`src/rtl/tmr_pkg.sv`:
```
package tmr_pkg;
   localparam int CNT_W = 16;

   typedef enum logic [1:0] {
      ACT_NONE   = 2'b00,
      ACT_TOGGLE = 2'b01,
      ACT_CLEAR  = 2'b10,
      ACT_SET    = 2'b11
   } act_e;

   localparam int A_CNT_HI   = 'h00;
   localparam int A_CNT_LO   = 'h01;
   localparam int A_CTRL     = 'h02;
   localparam int A_FORCE    = 'h03;
   localparam int A_MMASK    = 'h04;
   localparam int A_MDATA    = 'h05;
   localparam int A_ACT      = 'h06;
   localparam int A_FLAG1    = 'h07;
   localparam int A_MASK1    = 'h08;
   localparam int A_FLAG2    = 'h09;
   localparam int A_MASK2    = 'h0A;
   localparam int A_EDGE     = 'h0B;
   localparam int A_CMP_BASE = 'h10;
   localparam int A_CAP_BASE = 'h20;
endpackage

```
`src/rtl/tmr_tick.sv`:
```
module tmr_tick #(
   parameter int W     = 16,
   parameter int PRE_W = 4
) (
   input  logic         clk,
   input  logic         rst_n,
   input  logic [1:0]   sel_i,
   output logic         tick_o,
   output logic         ovf_o,
   output logic [W-1:0] cnt_o,
   output logic [W-1:0] cnt_nxt_o
);
   generate
      if (PRE_W < 4) begin : g_bad_pre
         $error("tmr_tick: PRE_W must be at least 4");
      end
   endgenerate

   logic [PRE_W-1:0] pre_q;
   logic [PRE_W-1:0] pre_mask;
   logic [W-1:0]     cnt_q;

   always_comb begin
      case (sel_i)
         2'd0:    pre_mask = PRE_W'(0);
         2'd1:    pre_mask = PRE_W'(3);
         2'd2:    pre_mask = PRE_W'(7);
         default: pre_mask = PRE_W'(15);
      endcase
   end

   assign tick_o    = (pre_q & pre_mask) == pre_mask;
   assign cnt_nxt_o = cnt_q + 1'b1;
   assign ovf_o     = tick_o && (&cnt_q);
   assign cnt_o     = cnt_q;

   always_ff @(posedge clk) begin
      if (!rst_n) begin
         pre_q <= '0;
         cnt_q <= '0;
      end else begin
         pre_q <= pre_q + 1'b1;
         if (tick_o) cnt_q <= cnt_nxt_o;
      end
   end


   wrap_zero_chk: assert property (@(posedge clk) disable iff (!rst_n)
      ovf_o |=> (cnt_q == '0));


   div_one_chk: assert property (@(posedge clk) disable iff (!rst_n)
      (sel_i == 2'd0) |=> (cnt_q == $past(cnt_q) + 1'b1));
endmodule

```
`src/rtl/tmr_capture.sv`:
```
module tmr_capture (
   input  logic       clk,
   input  logic       rst_n,
   input  logic       pin_i,
   input  logic [1:0] edge_i,
   output logic       evt_o
);
   logic prev_q;

   always_ff @(posedge clk) begin
      if (!rst_n) prev_q <= 1'b0;
      else        prev_q <= pin_i;
   end

   assign evt_o = (edge_i[0] & pin_i & ~prev_q) | (edge_i[1] & ~pin_i & prev_q);
endmodule

```
`src/rtl/tmr_pin_ctl.sv`:
```
module tmr_pin_ctl import tmr_pkg::*; #(
   parameter int N = 5
) (
   input  logic           clk,
   input  logic           rst_n,
   input  logic [N-1:0]   own_evt_i,
   input  logic [2*N-1:0] code_i,
   input  logic           master_evt_i,
   input  logic [N-1:0]   mask_i,
   input  logic [N-1:0]   data_i,
   output logic [N-1:0]   pin_o
);
   logic [N-1:0] pin_q;
   logic [N-1:0] nxt_v;

   function automatic logic apply_act(input logic cur, input logic [1:0] code, input logic ev);
      logic r;
      r = cur;
      if (ev) begin
         case (act_e'(code))
            ACT_TOGGLE: r = ~cur;
            ACT_CLEAR:  r = 1'b0;
            ACT_SET:    r = 1'b1;
            default:    r = cur;
         endcase
      end
      return r;
   endfunction

   generate
      for (genvar p = 0; p < N; p++) begin : g_pin
         assign nxt_v[p] = (master_evt_i && mask_i[p]) ? data_i[p]
                         : apply_act(pin_q[p], code_i[2*p +: 2], own_evt_i[p]);


         master_wins_chk: assert property (@(posedge clk) disable iff (!rst_n)
            (master_evt_i && mask_i[p]) |=> (pin_q[p] == $past(data_i[p])));


         no_action_chk: assert property (@(posedge clk) disable iff (!rst_n)
            (!master_evt_i && own_evt_i[p] && code_i[2*p +: 2] == 2'b00) |=> $stable(pin_q[p]));
      end
   endgenerate

   always_ff @(posedge clk) begin
      if (!rst_n) pin_q <= '0;
      else        pin_q <= nxt_v;
   end

   assign pin_o = pin_q;
endmodule

```
`src/rtl/tmr_core.sv`:
```
module tmr_core import tmr_pkg::*; #(
   parameter int NUM_OC = 5,
   parameter int NUM_IC = 3,
   parameter int ADDR_W = 6,
   parameter int PRE_W  = 4
) (
   input  logic              clk,
   input  logic              rst_n,
   input  logic [ADDR_W-1:0] addr,
   input  logic              wr_en,
   input  logic              rd_en,
   input  logic [7:0]        wdata,
   output logic [7:0]        rdata,
   input  logic [NUM_IC:0]   cap_pin,
   output logic [NUM_OC-1:0] oc_pin,
   output logic [NUM_OC-1:0] irq_cmp,
   output logic [NUM_IC-1:0] irq_cap,
   output logic              irq_ovf
);
   localparam int NCAP   = NUM_IC + 1;
   localparam int FLAG_W = NUM_OC + NUM_IC;
   localparam int ACT_W  = 2 * (NUM_OC - 1);
   localparam int EDGE_W = 2 * NCAP;
   localparam int SH     = NUM_OC - 1;

   generate
      if (NUM_OC < 2 || NUM_OC > 5) begin : g_bad_oc
         $error("tmr_core: NUM_OC must lie in 2..5");
      end
      if (NUM_IC < 1 || NUM_IC > 3) begin : g_bad_ic
         $error("tmr_core: NUM_IC must lie in 1..3");
      end
      if (ADDR_W < 6) begin : g_bad_addr
         $error("tmr_core: ADDR_W must be at least 6");
      end
   endgenerate

   logic [2:0]        ctrl_q;
   logic [NUM_OC-1:0] mmask_q, mdata_q;
   logic [ACT_W-1:0]  act_q;
   logic [FLAG_W-1:0] flag1_q, mask1_q, set1, clr1;
   logic              flag2_q, mask2_q;
   logic [EDGE_W-1:0] edge_q;
   logic [7:0]        lo_buf_q;
   logic              lo_vld_q;

   logic              tick, ovf;
   logic [CNT_W-1:0]  cnt, cnt_nxt;
   logic [NUM_OC-1:0] match, force_evt, own_evt;
   logic [2*NUM_OC-1:0] own_code;
   logic [NCAP-1:0]   cap_evt;
   logic [CNT_W-1:0]  cmp_val [NUM_OC];
   logic [CNT_W-1:0]  cap_val [NUM_IC];
   logic              share_cap, cap_load, master_evt;

   assign share_cap = ctrl_q[2];
   assign cap_load  = share_cap & cap_evt[NUM_IC];

   function automatic logic hit(input int a);
      return addr == ADDR_W'(a);
   endfunction

   tmr_tick #(.W(CNT_W), .PRE_W(PRE_W)) u_tick (
      .clk(clk), .rst_n(rst_n), .sel_i(ctrl_q[1:0]), .tick_o(tick),
      .ovf_o(ovf), .cnt_o(cnt), .cnt_nxt_o(cnt_nxt)
   );

   generate
      for (genvar k = 0; k < NUM_OC; k++) begin : g_cmp
         localparam bit IS_SH = (k == SH);
         logic [CNT_W-1:0] val_q;
         always_ff @(posedge clk) begin
            if (!rst_n)                                     val_q <= '0;
            else if (IS_SH && cap_load)                     val_q <= cnt;
            else if (wr_en && hit(A_CMP_BASE + 2*k))        val_q[15:8] <= wdata;
            else if (wr_en && hit(A_CMP_BASE + 2*k + 1))    val_q[7:0]  <= wdata;
         end
         assign cmp_val[k] = val_q;
         assign match[k]   = tick && (cnt_nxt == val_q) && !(IS_SH && share_cap);
      end

      for (genvar j = 0; j < NCAP; j++) begin : g_edge
         tmr_capture u_cap (
            .clk(clk), .rst_n(rst_n), .pin_i(cap_pin[j]),
            .edge_i(edge_q[2*j +: 2]), .evt_o(cap_evt[j])
         );
      end

      for (genvar j = 0; j < NUM_IC; j++) begin : g_cap
         logic [CNT_W-1:0] val_q;
         always_ff @(posedge clk) begin
            if (!rst_n)          val_q <= '0;
            else if (cap_evt[j]) val_q <= cnt;
         end
         assign cap_val[j] = val_q;
      end

      assign own_code[1:0] = 2'b00;
      for (genvar p = 1; p < NUM_OC; p++) begin : g_code
         assign own_code[2*p +: 2] = act_q[2*(p-1) +: 2];
      end
   endgenerate

   assign force_evt  = (wr_en && hit(A_FORCE)) ? wdata[NUM_OC-1:0] : '0;
   assign master_evt = match[0] | force_evt[0];

   always_comb begin
      own_evt    = match | force_evt;
      own_evt[0] = 1'b0;
      if (share_cap) own_evt[SH] = 1'b0;
   end

   always_comb begin
      set1 = '0;
      set1[NUM_OC-1:0]      = match;
      set1[SH]              = match[SH] | cap_load;
      set1[FLAG_W-1:NUM_OC] = cap_evt[NUM_IC-1:0];
      clr1 = (wr_en && hit(A_FLAG1)) ? wdata[FLAG_W-1:0] : '0;
   end

   tmr_pin_ctl #(.N(NUM_OC)) u_pins (
      .clk(clk), .rst_n(rst_n), .own_evt_i(own_evt), .code_i(own_code),
      .master_evt_i(master_evt), .mask_i(mmask_q), .data_i(mdata_q), .pin_o(oc_pin)
   );

   always_ff @(posedge clk) begin
      if (!rst_n) begin
         ctrl_q   <= '0;
         mmask_q  <= '0;
         mdata_q  <= '0;
         act_q    <= '0;
         mask1_q  <= '0;
         mask2_q  <= 1'b0;
         edge_q   <= '0;
         flag1_q  <= '0;
         flag2_q  <= 1'b0;
         lo_buf_q <= '0;
         lo_vld_q <= 1'b0;
      end else begin
         if (wr_en) begin
            if (hit(A_CTRL))  ctrl_q  <= wdata[2:0];
            if (hit(A_MMASK)) mmask_q <= wdata[NUM_OC-1:0];
            if (hit(A_MDATA)) mdata_q <= wdata[NUM_OC-1:0];
            if (hit(A_ACT))   act_q   <= wdata[ACT_W-1:0];
            if (hit(A_MASK1)) mask1_q <= wdata[FLAG_W-1:0];
            if (hit(A_MASK2)) mask2_q <= wdata[0];
            if (hit(A_EDGE))  edge_q  <= wdata[EDGE_W-1:0];
         end
         flag1_q  <= (flag1_q & ~clr1) | set1;
         flag2_q  <= (flag2_q & ~(wr_en && hit(A_FLAG2) && wdata[0])) | ovf;
         lo_vld_q <= rd_en && hit(A_CNT_HI);
         if (rd_en && hit(A_CNT_HI)) lo_buf_q <= cnt[7:0];
      end
   end

   always_comb begin
      rdata = '0;
      if (hit(A_CNT_HI))      rdata = cnt[15:8];
      else if (hit(A_CNT_LO)) rdata = lo_vld_q ? lo_buf_q : cnt[7:0];
      else if (hit(A_CTRL))   rdata = 8'(ctrl_q);
      else if (hit(A_MMASK))  rdata = 8'(mmask_q);
      else if (hit(A_MDATA))  rdata = 8'(mdata_q);
      else if (hit(A_ACT))    rdata = 8'(act_q);
      else if (hit(A_FLAG1))  rdata = 8'(flag1_q);
      else if (hit(A_MASK1))  rdata = 8'(mask1_q);
      else if (hit(A_FLAG2))  rdata = 8'(flag2_q);
      else if (hit(A_MASK2))  rdata = 8'(mask2_q);
      else if (hit(A_EDGE))   rdata = 8'(edge_q);
      for (int k = 0; k < NUM_OC; k++) begin
         if (hit(A_CMP_BASE + 2*k))     rdata = cmp_val[k][15:8];
         if (hit(A_CMP_BASE + 2*k + 1)) rdata = cmp_val[k][7:0];
      end
      for (int j = 0; j < NUM_IC; j++) begin
         if (hit(A_CAP_BASE + 2*j))     rdata = cap_val[j][15:8];
         if (hit(A_CAP_BASE + 2*j + 1)) rdata = cap_val[j][7:0];
      end
   end

   assign irq_cmp = flag1_q[NUM_OC-1:0] & mask1_q[NUM_OC-1:0];
   assign irq_cap = flag1_q[FLAG_W-1:NUM_OC] & mask1_q[FLAG_W-1:NUM_OC];
   assign irq_ovf = flag2_q & mask2_q;


   flag_w1c_chk: assert property (@(posedge clk) disable iff (!rst_n)
      (wr_en && addr == ADDR_W'(A_FLAG1) && wdata[1] && !set1[1]) |=> !flag1_q[1]);


   shared_pin_hold_chk: assert property (@(posedge clk) disable iff (!rst_n)
      (share_cap && force_evt[SH] && !(master_evt && mmask_q[SH]))
      |=> (oc_pin[SH] == $past(oc_pin[SH])));
endmodule

```
`config.mk`:
```
export PLATFORM = sky130hd
export DESIGN_NAME = tmr_core
export DESIGN_NICKNAME = d
export VERILOG_FILES = /design/src/rtl/tmr_pkg.sv /design/src/rtl/tmr_tick.sv /design/src/rtl/tmr_capture.sv /design/src/rtl/tmr_pin_ctl.sv /design/src/rtl/tmr_core.sv
export SDC_FILE = /design/constraint.sdc
export NUM_CORES = 1
export LEC_CHECK = 0
export ABC_AREA = 1
export ABC_CLOCK_PERIOD_IN_PS = 7100
export BUFFER_PORTS_ARGS = -buffer_cell sky130_fd_sc_hd__buf_2
export CAP_MARGIN = 10
export CORE_ASPECT_RATIO = 0.5
export CORE_MARGIN = 10
export CORE_UTILIZATION = 50
export CTS_CLUSTER_DIAMETER = 40
export DETAILED_ROUTE_END_ITERATION = 7
export GPL_TIMING_DRIVEN = 0
export PLACE_DENSITY = 0.75
export REMOVE_ABC_BUFFERS = 1
export SLEW_MARGIN = 10
export SYNTH_ARGS = -nofsm -noshare
export SYNTH_HDL_FRONTEND = slang
export SYNTH_SLANG_ARGS = --single-unit
```
`constraint.sdc`:
```
create_clock -name clk -period 7.1 [get_ports clk]
set_clock_uncertainty 0.15 [all_clocks]
set_input_delay 1.42 -clock clk [delete_from_list [all_inputs] [get_ports clk]]
set_output_delay 1.42 -clock clk [all_outputs]
set_load 0.05 [all_outputs]
```
==> results by group, run 1 <==
Status
  • Status: completed

Pwr
  • Overall power: ~2.7 mW
  • LEAKAGE: between 4 and 5 nW
  • PD cells: 228 nW/µm²
  • VDD IR max: around 0.17 mV

Clock tree
  • Max Root-Sink Buffers: 3
  • Post-CTS Hold Buffers: 0
  • Total CTS buffers: 24
  • # resized after CTS: 0
  • Post-CTS setup buffers: 0
  • H-tree levels: 1
  • CTS tree: done
  • Worst skew pair latency: between 0.5 and 0.6 ns
  • Clk pin slew, worst setup/hold paths: approximately 0.07 ns
  • Root Buffer: clkbuf_16
  • CTS sink count: roughly 210

Route
  • DR vias/cell: 5.82
  • Total routed wirelength: roughly 38000 µm
  • DRC: 0
  • Drt pass-1 iters: 6
  • DR WL/cell: approximately 20 µm
  • Via Count: between 10000 and 15000
  • DR iter-0 viols: 1501
  • Post-route antenna net violation count: 0

Placement
  • Dpl hpwl: 26700 µm
  • Placed Area: roughly 11000 µm²
  • Port-buffer cells: 43
  • Placer Congestion: between 0.9 and 1
  • Place WS: ~1.1 ns

Critical path
  • Worst Setup SP: addr[5]
  • Worst setup EP type: output pin
  • R2r setup slk: around 2.8 ns
  • Slowest-stage cell, CP: nor2_1
  • Crit Path Max Fanout: 9
  • FF-to-FF path depth: 18
  • Reg-to-reg endpoint: u_pins.pin_o[1]$_SDFFE_PN0P_
  • Slowest Stage Delay on Critical Path: between 0.5 and 0.6 ns
  • Crit Reg-Reg Startpoint: u_tick.cnt_o[0]$_SDFFE_PN0P_
  • Crit Path Class: in -> out
  • Buffers & Inverters on Critical Path: 2
  • WP data arrival: between 4 and 5 ns
  • Worst path most repeated cell: nand2_1
  • Worst path top cell family by delay: simple AND/OR/NAND/NOR gates
  • Worst-path cell chain: buf_2 > nor2_1 > nand2_1 > nor2_1 > a21oi_1 > o21ai_0 > o21ai_0 > o21ai_0 > nor3_1 > nand4_1 > nand2_1 > nand4_1 > nand2_1 > nand4_1 > nand2_1 > nand3_1 > nand2_1 > nand2_1 > buf_2
  • Crit start category: primary input
  • WP data required: 5.53 ns

Global routing
  • Total congestion overflow: 0
  • Vias in the first global route: approximately 9700
  • First-pass GRT wire length: between 50000 and 60000 µm
  • Largest net degree at the start of global routing: roughly 100
  • Initial antenna violation count: 1
  • GRT Total Usage: between 20% and 30%

STA
  • Fin Setup TNS: 0 ns
  • Setup violations, final: 0
  • Hold Vio Cnt, Final: 0
  • Final min period: around 6.1 ns
  • RSZ-0062 raised after global routing: no
  • Worst slew pin tran: approximately 1.3 ns
  • Final WS setup: between 0.9 and 1 ns
  • Final period util: a little under nine tenths
  • Fmax: 164 MHz
  • Relative max-transition margin: 13.9%
  • Max-slew violations: 0

Synth
  • Syn Area/Cell: around 6.8 µm²
  • Netlist cell types: 43
  • Leading area contributor after synthesis: dfxtp_1
  • Mapped cell area: between 10000 and 15000 µm²
  • Top cells by area, synth: dfxtp_1 (39%), nand2_1 (12%), a21oi_1 (9.9%)
  • Async S/R FF share, synth: 0%
  • Post-synth top area share: between 30% and 40%
  • Sequential share of the synthesized area: 39.5%
  • #FFs+latches synth: around 210
  • Syn Inst Count: 1594
  • Most frequent cell after synthesis: nand2_1
  • Synth cell count leaders: nand2_1 (335), a21oi_1 (214), dfxtp_1 (213)
  • Ys Warns: 0
  • Predominant post-synthesis flop cell: dfxtp_1
  • Post-synth EDFFs: 0

Finish
  • Fill count: ~2000
  • P&R area growth vs syn: 11.2%
  • Share of cells above drive strength 1: roughly 7.5%
  • Post-route cell area: between 10000 and 15000 µm²
  • Final Util: 57.5%
  • Ant diodes: 0
  • Final nets: roughly 1600

Floorplan
  • Die width: between 200 and 250 µm
  • Full die area: approximately 28000 µm²
  • Core region area: 20900 µm²
  • Row cnt: 37
  • Top-level I/O count: 44
  • Starting density of the core: slightly above 50%
  • Die Height: approximately 120 µm

Job
  • Maximum capacitance violations: 0

Min path
  • Hold path endpoint: g_cap[0].val_q[0]$_SDFFE_PN0P_
  • Hold depth: 2
  • Min-delay src: g_cap[0].val_q[0]$_SDFFE_PN0P_
  • Worst hold path class: reg -> reg
==> stage by stage <==
stage | instances | hold slack, ns
after floorplan | 1521 | 0.273
after global placement | 1856 | 0.282
after detailed placement | 1858 | 0.286
after CTS | 1902 | 0.296
after global routing | 1903 | 0.308
final | 1903 | 0.297
==> worst min-delay path, stage by stage, from the launching register on <==
cell and delay [ns]:
dfxtp_1 0.31, inv_1 0.05, a21oi_1 0.05
==> flip-flops by register name (all words and copies together) (netlist names) <==
name,count
mmask_q,5
flag1_q,8
u_tick.pre_q,4
u_pins.pin_o,5
lo_buf_q,8
g_edge.u_cap.prev_q,4
mask1_q,8
edge_q,8
ctrl_q,3
mdata_q,5
g_cap.val_q,48
act_q,8
lo_vld_q,1
flag2_q,1
u_tick.cnt_o,16
g_cmp.val_q,80
mask2_q,1
==> worst max path at each step <==
stage / end / slack [ns] / cells past startpoint
after floorplan: rdata[4] / 2.07 / 14
after global placement: rdata[3] / 1.13 / 21
after detailed placement: rdata[3] / 1.11 / 21
after CTS: rdata[3] / 1.10 / 21
after global routing: rdata[3] / 0.80 / 21
final: rdata[7] / 0.99 / 19
==> layout make-up <==
type / instances / area (µm²) / area share [%]
clock buffers: 28 / 647 / 5.39
clock inverters: 16 / 151 / 1.26
inverters: 184 / 696 / 5.80
multi-input cells: 1124 / 5610 / 46.7
flip-flops and latches: 213 / 4260 / 35.5
well taps: 292 / 365 / 3.04
repair buffers: 46 / 273 / 2.27
==> metal layers <==
metal	wire length, µm	part of all wire [%]	track usage (%)	vias up
li1	-	-	-	5298
met1	17100	44	36.4	5140
met2	15900	41	38.7	552
met3	4440	12	6.85	89
met4	1090	2.8	8.12	2
met5	8	0.021	0	-
==> power by group <==
group          internal, mW  switching, mW  leakage (nW)
registers              1.21         0.0233          1.72
logic                0.0585          0.166          2.59
clock network         0.709          0.567         0.392
total                  1.98          0.757          4.70
==> placed cells by master (no fill, tap or decap), types with 6 or more instances in the layout <==
master,n
a211oi_1,23
a21oi_1,214
a31oi_1,19
buf_2,42
clkbuf_16,25
clkinv_1,8
dfxtp_1,213
inv_1,173
nand2_1,335
nand2_2,6
nand3_1,56
nand4_1,36
nor2_1,130
nor3_1,19
o211ai_1,9
o21ai_0,184
or2_2,6
xnor2_1,12
xor2_1,33
==> cell families (layout without fill, tap and decap cells) <==
family | Yosys count | after routing | synth area share [%]
buffers and inverters | 257 | 274 | 9.16
DFF | 213 | 213 | 39.5
xor gates and xnor gates | 48 | 48 | 4.03
AOI/OAI and AO/OA | 468 | 468 | 23.1
adders and majority gates | 4 | 4 | 0.463
and+or+nand+nor | 604 | 604 | 23.8
No activity file was read; power rests on OpenSTA's default activity.
==> inputs of run 2 (changes only) <==
--- a/config.mk
+++ b/config.mk
@@ -9,7 +9,7 @@
 export ABC_CLOCK_PERIOD_IN_PS = 7100
 export BUFFER_PORTS_ARGS = -buffer_cell sky130_fd_sc_hd__buf_2
 export CAP_MARGIN = 10
-export CORE_ASPECT_RATIO = 0.5
+export CORE_ASPECT_RATIO = 1.4
 export CORE_MARGIN = 10
 export CORE_UTILIZATION = 50
 export CTS_CLUSTER_DIAMETER = 40
==> constraint.sdc (replaced) <==
create_clock -name clk -period 7.1 [get_ports clk]
set_clock_uncertainty 0.15 [all_clocks]
set_input_delay 1.42 -clock clk [delete_from_list [all_inputs] [get_ports clk]]
set_output_delay 1.42 -clock clk [all_outputs]
set_load 0.01 [all_outputs]
==> results by group, run 2 (synthesis gave the netlist of run 1 again) <==
Pwr
  • Clock power share: 50.8%
  • Sw Share: between 20% and 30%
  • VDD IR max: 0.208 mV
  • LEAKAGE: between 4 and 5 nW
  • P_sw: ~0.75 mW
  • PD cells: 241 nW/µm²
  • Logic pwr share: between 7 and 8%
  • P_int: about 2.2 mW
  • Overall power: approximately 2.9 mW
  • Sequential power share: between 40% and 50%

Floorplan
  • Starting density of the core: around half
  • Die Height: ~190 µm
  • Top-level I/O count: between 40 and 50
  • Full die area: approximately 28000 µm²
  • Core region area: roughly 21000 µm²
  • Row cnt: 63
  • Die width: around 140 µm

Route
  • Drt pass-1 iters: 5
  • DR iter-0 viols: approximately 950
  • DR vias/cell: 5.74
  • Post-route antenna net violation count: 0
  • Via Count: around 11000
  • DRC: 0
  • Total routed wirelength: 36400 µm
  • DR WL/cell: around 19 µm

Min path
  • Hold depth: 2
  • Worst hold path class: reg -> reg
  • Hold path endpoint: g_cap[2].val_q[2]$_SDFFE_PN0P_
  • Min-delay src: g_cap[2].val_q[2]$_SDFFE_PN0P_

Placement
  • Placer Congestion: 0.972
  • Dpl hpwl: ~26000 µm
  • Inst Count DP: around 1800
  • Place WS: between 1 and 1.5 ns
  • Port-buffer cells: 43
  • Placed Area: ~11000 µm²

Finish
  • Share of cells above drive strength 1: under 10%
  • Non-Filler Instances: between 1500 and 2000
  • Post-route cell area: between 10000 and 15000 µm²
  • Final Util: a little under three fifths
  • Ant diodes: 0
  • Most frequent cells in the layout: nand2_1 (335), a21oi_1 (214), dfxtp_1 (213), o21ai_0 (184), inv_1 (173)
  • P&R area growth vs syn: 12.5%
  • Reg with most FFs: g_cmp.val_q
  • Largest register FFs: 80
  • Most common cell after layout, fill and taps aside: nand2_1
  • Final nets: approximately 1600

Clock tree
  • Root Buffer: clkbuf_16
  • Post-CTS Hold Buffers: 0
  • Total CTS buffers: 28
  • CTS tree: done
  • H-tree levels: 1
  • Worst skew pair latency: 0.54 ns
  • Clk pin slew, worst setup/hold paths: ~0.06 ns
  • Post-CTS setup buffers: 0
  • # resized after CTS: 0
  • CTS sink count: 213
  • Max Root-Sink Buffers: 3

Critical path
  • R2r setup slk: roughly 3.2 ns
  • Worst setup EP type: output pin
  • Crit Path Class: in -> out
  • WP data arrival: 4.46 ns
  • FF-to-FF path depth: 18
  • Crit Path Max Fanout: 9
  • Crit Reg-Reg Startpoint: u_tick.cnt_o[0]$_SDFFE_PN0P_
  • Crit start category: primary input
  • Reg-to-reg endpoint: u_pins.pin_o[1]$_SDFFE_PN0P_
  • WP data required: between 5 and 6 ns

STA
  • Final period util: 84.9%
  • Final min period: a little over 6 ns
  • RSZ-0062 raised after global routing: no
  • Hold_ws: between 0.2 and 0.3 ns
  • Fmax: around 170 MHz
  • Hold Vio Cnt, Final: 0
  • Fin Setup TNS: 0 ns
  • Final WS setup: 1.07 ns
  • Max-slew violations: 0
  • Worst slew pin tran: around 1.2 ns
  • Relative max-transition margin: 19.5%
  • Setup violations, final: 0

Global routing
  • Initial antenna violation count: 0
  • GRT Total Usage: 25.5%
  • Largest net degree at the start of global routing: 99
  • Vias in the first global route: ~10000
  • First-pass GRT wire length: 56500 µm
  • Total congestion overflow: 0

Status
  • Status: completed

Job
  • Maximum capacitance violations: 0
[run 2: changes by cell type in the layout (fill, tap and decap cells not counted), sizes merged]
cell | previous run | this run
bufinv | 1 | 3
clkbuf | 28 | 36
clkinv | 14 | 10
inv | 183 | 185
[run 2: worst max path at each step]
| stage | from | end | slack [ns] | cells past startpoint |
|---|---|---|---|---|
| 2_1_floorplan | addr[4] | rdata[7] | 2.35 | 14 |
| 3_3_place_gp | addr[5] | rdata[3] | 1.21 | 21 |
| 3_5_place_dp | addr[4] | rdata[4] | 1.24 | 16 |
| 4_1_cts | addr[4] | rdata[4] | 1.22 | 16 |
| 5_1_grt | addr[4] | rdata[6] | 0.92 | 15 |
| 6_report | addr[4] | rdata[4] | 1.07 | 16 |
[run 2: layout make-up]
type / count / area, µm²
clock buffer: 36 / 782
clock inverter: 16 / 204
fill: 2016 / 9050
inverter: 184 / 696
multi-input combinational: 1124 / 5610
sequential: 213 / 4260
tap: 260 / 325
timing repair buffer: 46 / 273
[run 2: worst max-delay path: stages]
cell	delay [ns]
buf_2	0.10
inv_1	0.05
nor2_1	0.26
clkinv_1	0.36
nor2_1	0.63
inv_1	0.15
or2_2	0.31
nand2_1	0.10
nand4_1	0.19
nand2_1	0.11
nand3_1	0.11
nand2_1	0.11
nand4_1	0.11
nor2_1	0.15
nand4_1	0.12
buf_2	0.17
[run 2: power groups by stage]
stage / Sequential, mW / Clock [mW] / Combinational [mW]
2_1_floorplan: 1.25 / 0 / 0.118
3_3_place_gp: 1.26 / 0 / 0.198
3_5_place_dp: 1.26 / 0 / 0.203
4_1_cts: 1.24 / 1.50 / 0.204
5_1_grt: 1.24 / 1.54 / 0.227
6_report: 1.24 / 1.49 / 0.207
[run 2: layer usage]
layer | wire (µm) | up-vias | GRT usage [%]
li1 | - | 5306 | -
met1 | 14100 | 4948 | 30.3
met2 | 17500 | 418 | 42.3
met4 | 2340 | 0 | 15.7
met3 | 2490 | 107 | 3.01
met5 | 0 | - | 0
==> inputs of run 3 (changes only) <==
--- a/config.mk
+++ b/config.mk
@@ -5,8 +5,8 @@
 export SDC_FILE = /design/constraint.sdc
 export NUM_CORES = 1
 export LEC_CHECK = 0
-export ABC_AREA = 1
-export ABC_CLOCK_PERIOD_IN_PS = 7100
+export ABC_AREA = 0
+export ABC_CLOCK_PERIOD_IN_PS = 6250
 export BUFFER_PORTS_ARGS = -buffer_cell sky130_fd_sc_hd__buf_2
 export CAP_MARGIN = 10
 export CORE_ASPECT_RATIO = 1.4
@@ -15,7 +15,7 @@
 export CTS_CLUSTER_DIAMETER = 40
 export DETAILED_ROUTE_END_ITERATION = 7
 export GPL_TIMING_DRIVEN = 0
-export PLACE_DENSITY = 0.75
+export PLACE_DENSITY = 0.74
 export REMOVE_ABC_BUFFERS = 1
 export SLEW_MARGIN = 10
 export SYNTH_ARGS = -nofsm -noshare
==> constraint.sdc (replaced) <==
create_clock -name clk -period 6.25 [get_ports clk]
set_clock_uncertainty 0.15 [all_clocks]
set_input_delay 1.25 -clock clk [delete_from_list [all_inputs] [get_ports clk]]
set_output_delay 1.25 -clock clk [all_outputs]
set_load 0.01 [all_outputs]
==> results by group, run 3 <==
Synth
  • Main combinational cell family by area after synthesis: simple AND/OR/NAND/NOR gates
  • Synth Area in Simple Gates: 21.0%
  • Post-synth top area share: 33.8%
  • Most frequent cell after synthesis: nor2_1
  • Top cells by area, synth: dfxtp_1 (34%), mux2i_1 (9.6%), nor2_1 (6.4%)
  • Netlist cell types: 80
  • Syn Area/Cell: between 7 and 8 µm²
  • Predominant post-synthesis flop cell: dfxtp_1
  • Post-synth EDFFs: 0
  • Compound-gate portion of the synthesized area: between 15 and 20%
  • Syn Inst Count: 1578
  • Mapped cell area: roughly 13000 µm²
  • Post-Synth Adder-Cell Area: 0.397%
  • Post-synthesis mux area share: 11.0%
  • Post-synthesis xor/xnor area fraction: roughly a tenth
  • Synth cell count leaders: nor2_1 (215), dfxtp_1 (213), nand2_1 (158)
  • Ys Warns: 0
  • Sequential share of the synthesized area: between 30% and 40%
  • #FFs+latches synth: between 200 and 250
  • Async S/R FF share, synth: 0%
  • Leading area contributor after synthesis: dfxtp_1

STA
  • Hold Vio Cnt, Final: 0
  • Fmax: ~160 MHz
  • Final period util: between 90 and 100%
  • RSZ-0062 raised after global routing: no
  • Final WS setup: between 0.03 and 0.04 ns
  • Worst slew pin tran: about 1.3 ns
  • Max-slew violations: 0
  • Hold_ws: 0.321 ns
  • Relative max-transition margin: about an eighth
  • Setup violations, final: 0
  • Final min period: slightly above 6 ns

Critical path
  • Worst path top cell family by delay: buffers and inverters
  • Crit start category: primary input
  • WP data required: approximately 4.9 ns
  • FF-to-FF path depth: 9
  • WP data arrival: between 4 and 5 ns
  • Slowest Stage Delay on Critical Path: between 0.9 and 1 ns
  • Cell depth of the worst setup path: 9
  • Worst setup EP type: output pin
  • Buffers & Inverters on Critical Path: 3
  • Slowest-stage cell, CP: nor2_1
  • Crit Path Max Fanout: 61
  • Crit Path Class: in -> out
  • Worst-path cell chain: buf_4 > inv_2 > nor2_1 > a22oi_1 > o22ai_1 > nand2_1 > a222oi_1 > o21ai_0 > buf_2

Global routing
  • Initial antenna violation count: 0
  • Largest net degree at the start of global routing: 147
  • Total congestion overflow: 0
  • Layer with the highest usage: met2
  • GRT Total Usage: 29.2%
  • GR Util met2: between 40% and 50%
  • Met3 Usage GRT: under 10%
  • Vias in the first global route: about 12000
  • First-pass GRT wire length: ~74000 µm
  • GRT met1 Usage: around 35%

Clock tree
  • H-tree levels: 1
  • Clk pin slew, worst setup/hold paths: about 0.060 ns
  • Root Buffer: clkbuf_16
  • CTS sink count: 213
  • Total CTS buffers: 29
  • # resized after CTS: 0
  • Max Root-Sink Buffers: 3
  • Post-CTS setup buffers: 0
  • CTS tree: done
  • Worst skew pair latency: ~0.59 ns
  • Post-CTS Hold Buffers: 0

Placement
  • Inst Count DP: 1810
  • Place WS: ~0.23 ns
  • Port-buffer cells: between 40 and 50
  • Placer Congestion: between 0.9 and 1
  • Dpl hpwl: approximately 33000 µm

Finish
  • Most frequent cells in the layout: nor2_1 (214), dfxtp_1 (213), nand2_1 (158), a21oi_1 (130), o21ai_0 (122)
  • Most common cell after layout, fill and taps aside: nor2_1
  • Final Util: approximately 56%
  • Ant diodes: 0
  • Reg with most FFs: g_cmp.val_q
  • P&R area growth vs syn: 10.9%
  • Share of cells above drive strength 1: about a tenth
  • Largest register FFs: 80
  • Non-Filler Instances: 1864
  • Final nets: approximately 1600

Job
  • Maximum capacitance violations: 0

Route
  • DR iter-0 viols: between 1000 and 1500
  • Via Count: roughly 12000
  • Drt pass-1 iters: 6
  • DRC: 0
  • Total routed wirelength: roughly 50000 µm
  • DR WL/cell: approximately 26 µm
  • Post-route antenna net violation count: 0
  • DR vias/cell: around 6.6

Floorplan
  • Die width: between 150 and 200 µm
  • Die Height: 208 µm
  • Core region area: around 25000 µm²
  • Starting density of the core: about 50%
  • Row cnt: 68
  • Full die area: 32100 µm²
  • Top-level I/O count: 44

Pwr
  • VDD IR max: about 0.28 mV
  • LEAKAGE: roughly 5.1 nW
  • PD cells: 241 nW/µm²
  • Overall power: roughly 3.4 mW

Min path
  • Worst hold path class: reg -> reg
  • Hold depth: 2

Status
  • Status: completed
run 3: cell types whose count changed in the layout (fill, tap and decap cells not counted), sizes merged, moves of 17 or more:
cell / delta
mux2i: +121
nand4: -20
xnor3: +17
and2: +22
inv: -157
nand2: -184
o21ai: -58
xnor2: +37
a21oi: -84
a31oi: -17
nor2: +80
a311oi: +20
run 3: final cells by class:
cell class | count | area, µm²
Clock buffer | 34 | 764
Timing Repair Buffer | 57 | 428
Inverter | 16 | 67.6
Tap cell | 315 | 394
Fill cell | 2245 | 10800
Multi-Input combinational cell | 1210 | 7840
Clock inverter | 19 | 219
Sequential cell | 213 | 4260
run 3: report_power, final:
| group | internal (mW) | leakage, nW | switching [mW] |
|---|---|---|---|
| combinational | 0.0802 | 2.92 | 0.195 |
| clock | 0.987 | 0.484 | 0.716 |
| sequential | 1.37 | 1.72 | 0.0229 |
run 3: final timing paths:
check | from | to | slack (ns)
worst max-delay path | addr[0] | rdata[0] | 0.03
worst min-delay path | flag1_q[3]$_SDFF_PN0_ | flag1_q[3]$_SDFF_PN0_ | 0.32
worst max register to register | u_tick.cnt_o[0]$_SDFFE_PN0P_ | u_pins.pin_o[1]$_SDFFE_PN0P_ | 1.11
worst min register to register | flag1_q[3]$_SDFF_PN0_ | flag1_q[3]$_SDFF_PN0_ | 0.32
run 3: per-stage QoR:
step / cell area [µm²] / TNS [ns]
2_1_floorplan: 12100 / 0
5_1_grt: 14000 / 0
3_5_place_dp: 13000 / 0
6_report: 14000 / 0
4_1_cts: 14000 / 0
3_3_place_gp: 12700 / -9.08
run 3: worst min-delay path: cells and delay by family, from the launching register on:
kind / cells / cell delay (ns)
AOI/OAI and AO/OA: 1 / 0.05
and+or+nand+nor: 1 / 0.05
DFF: 1 / 0.32
run 3: cell families (layout without fill, tap and decap cells):
logic type	after synthesis	count (layout)
AND/OR/NAND/NOR	567	567
AO/OA/AOI/OAI	401	401
flip-flops	213	213
buffers and inverters	155	126
multiplexers	135	135
XOR/XNOR	103	103
adder cells (fa/ha/maj)	4	4
run 3: routing by layer:
metal	share of wire, %	wire length (µm)	up-vias
li1	-	-	5550
met1	37	18100	5892
met2	46	22600	707
met3	9.0	4430	233
met4	8.1	3960	0
met5	0	0	-
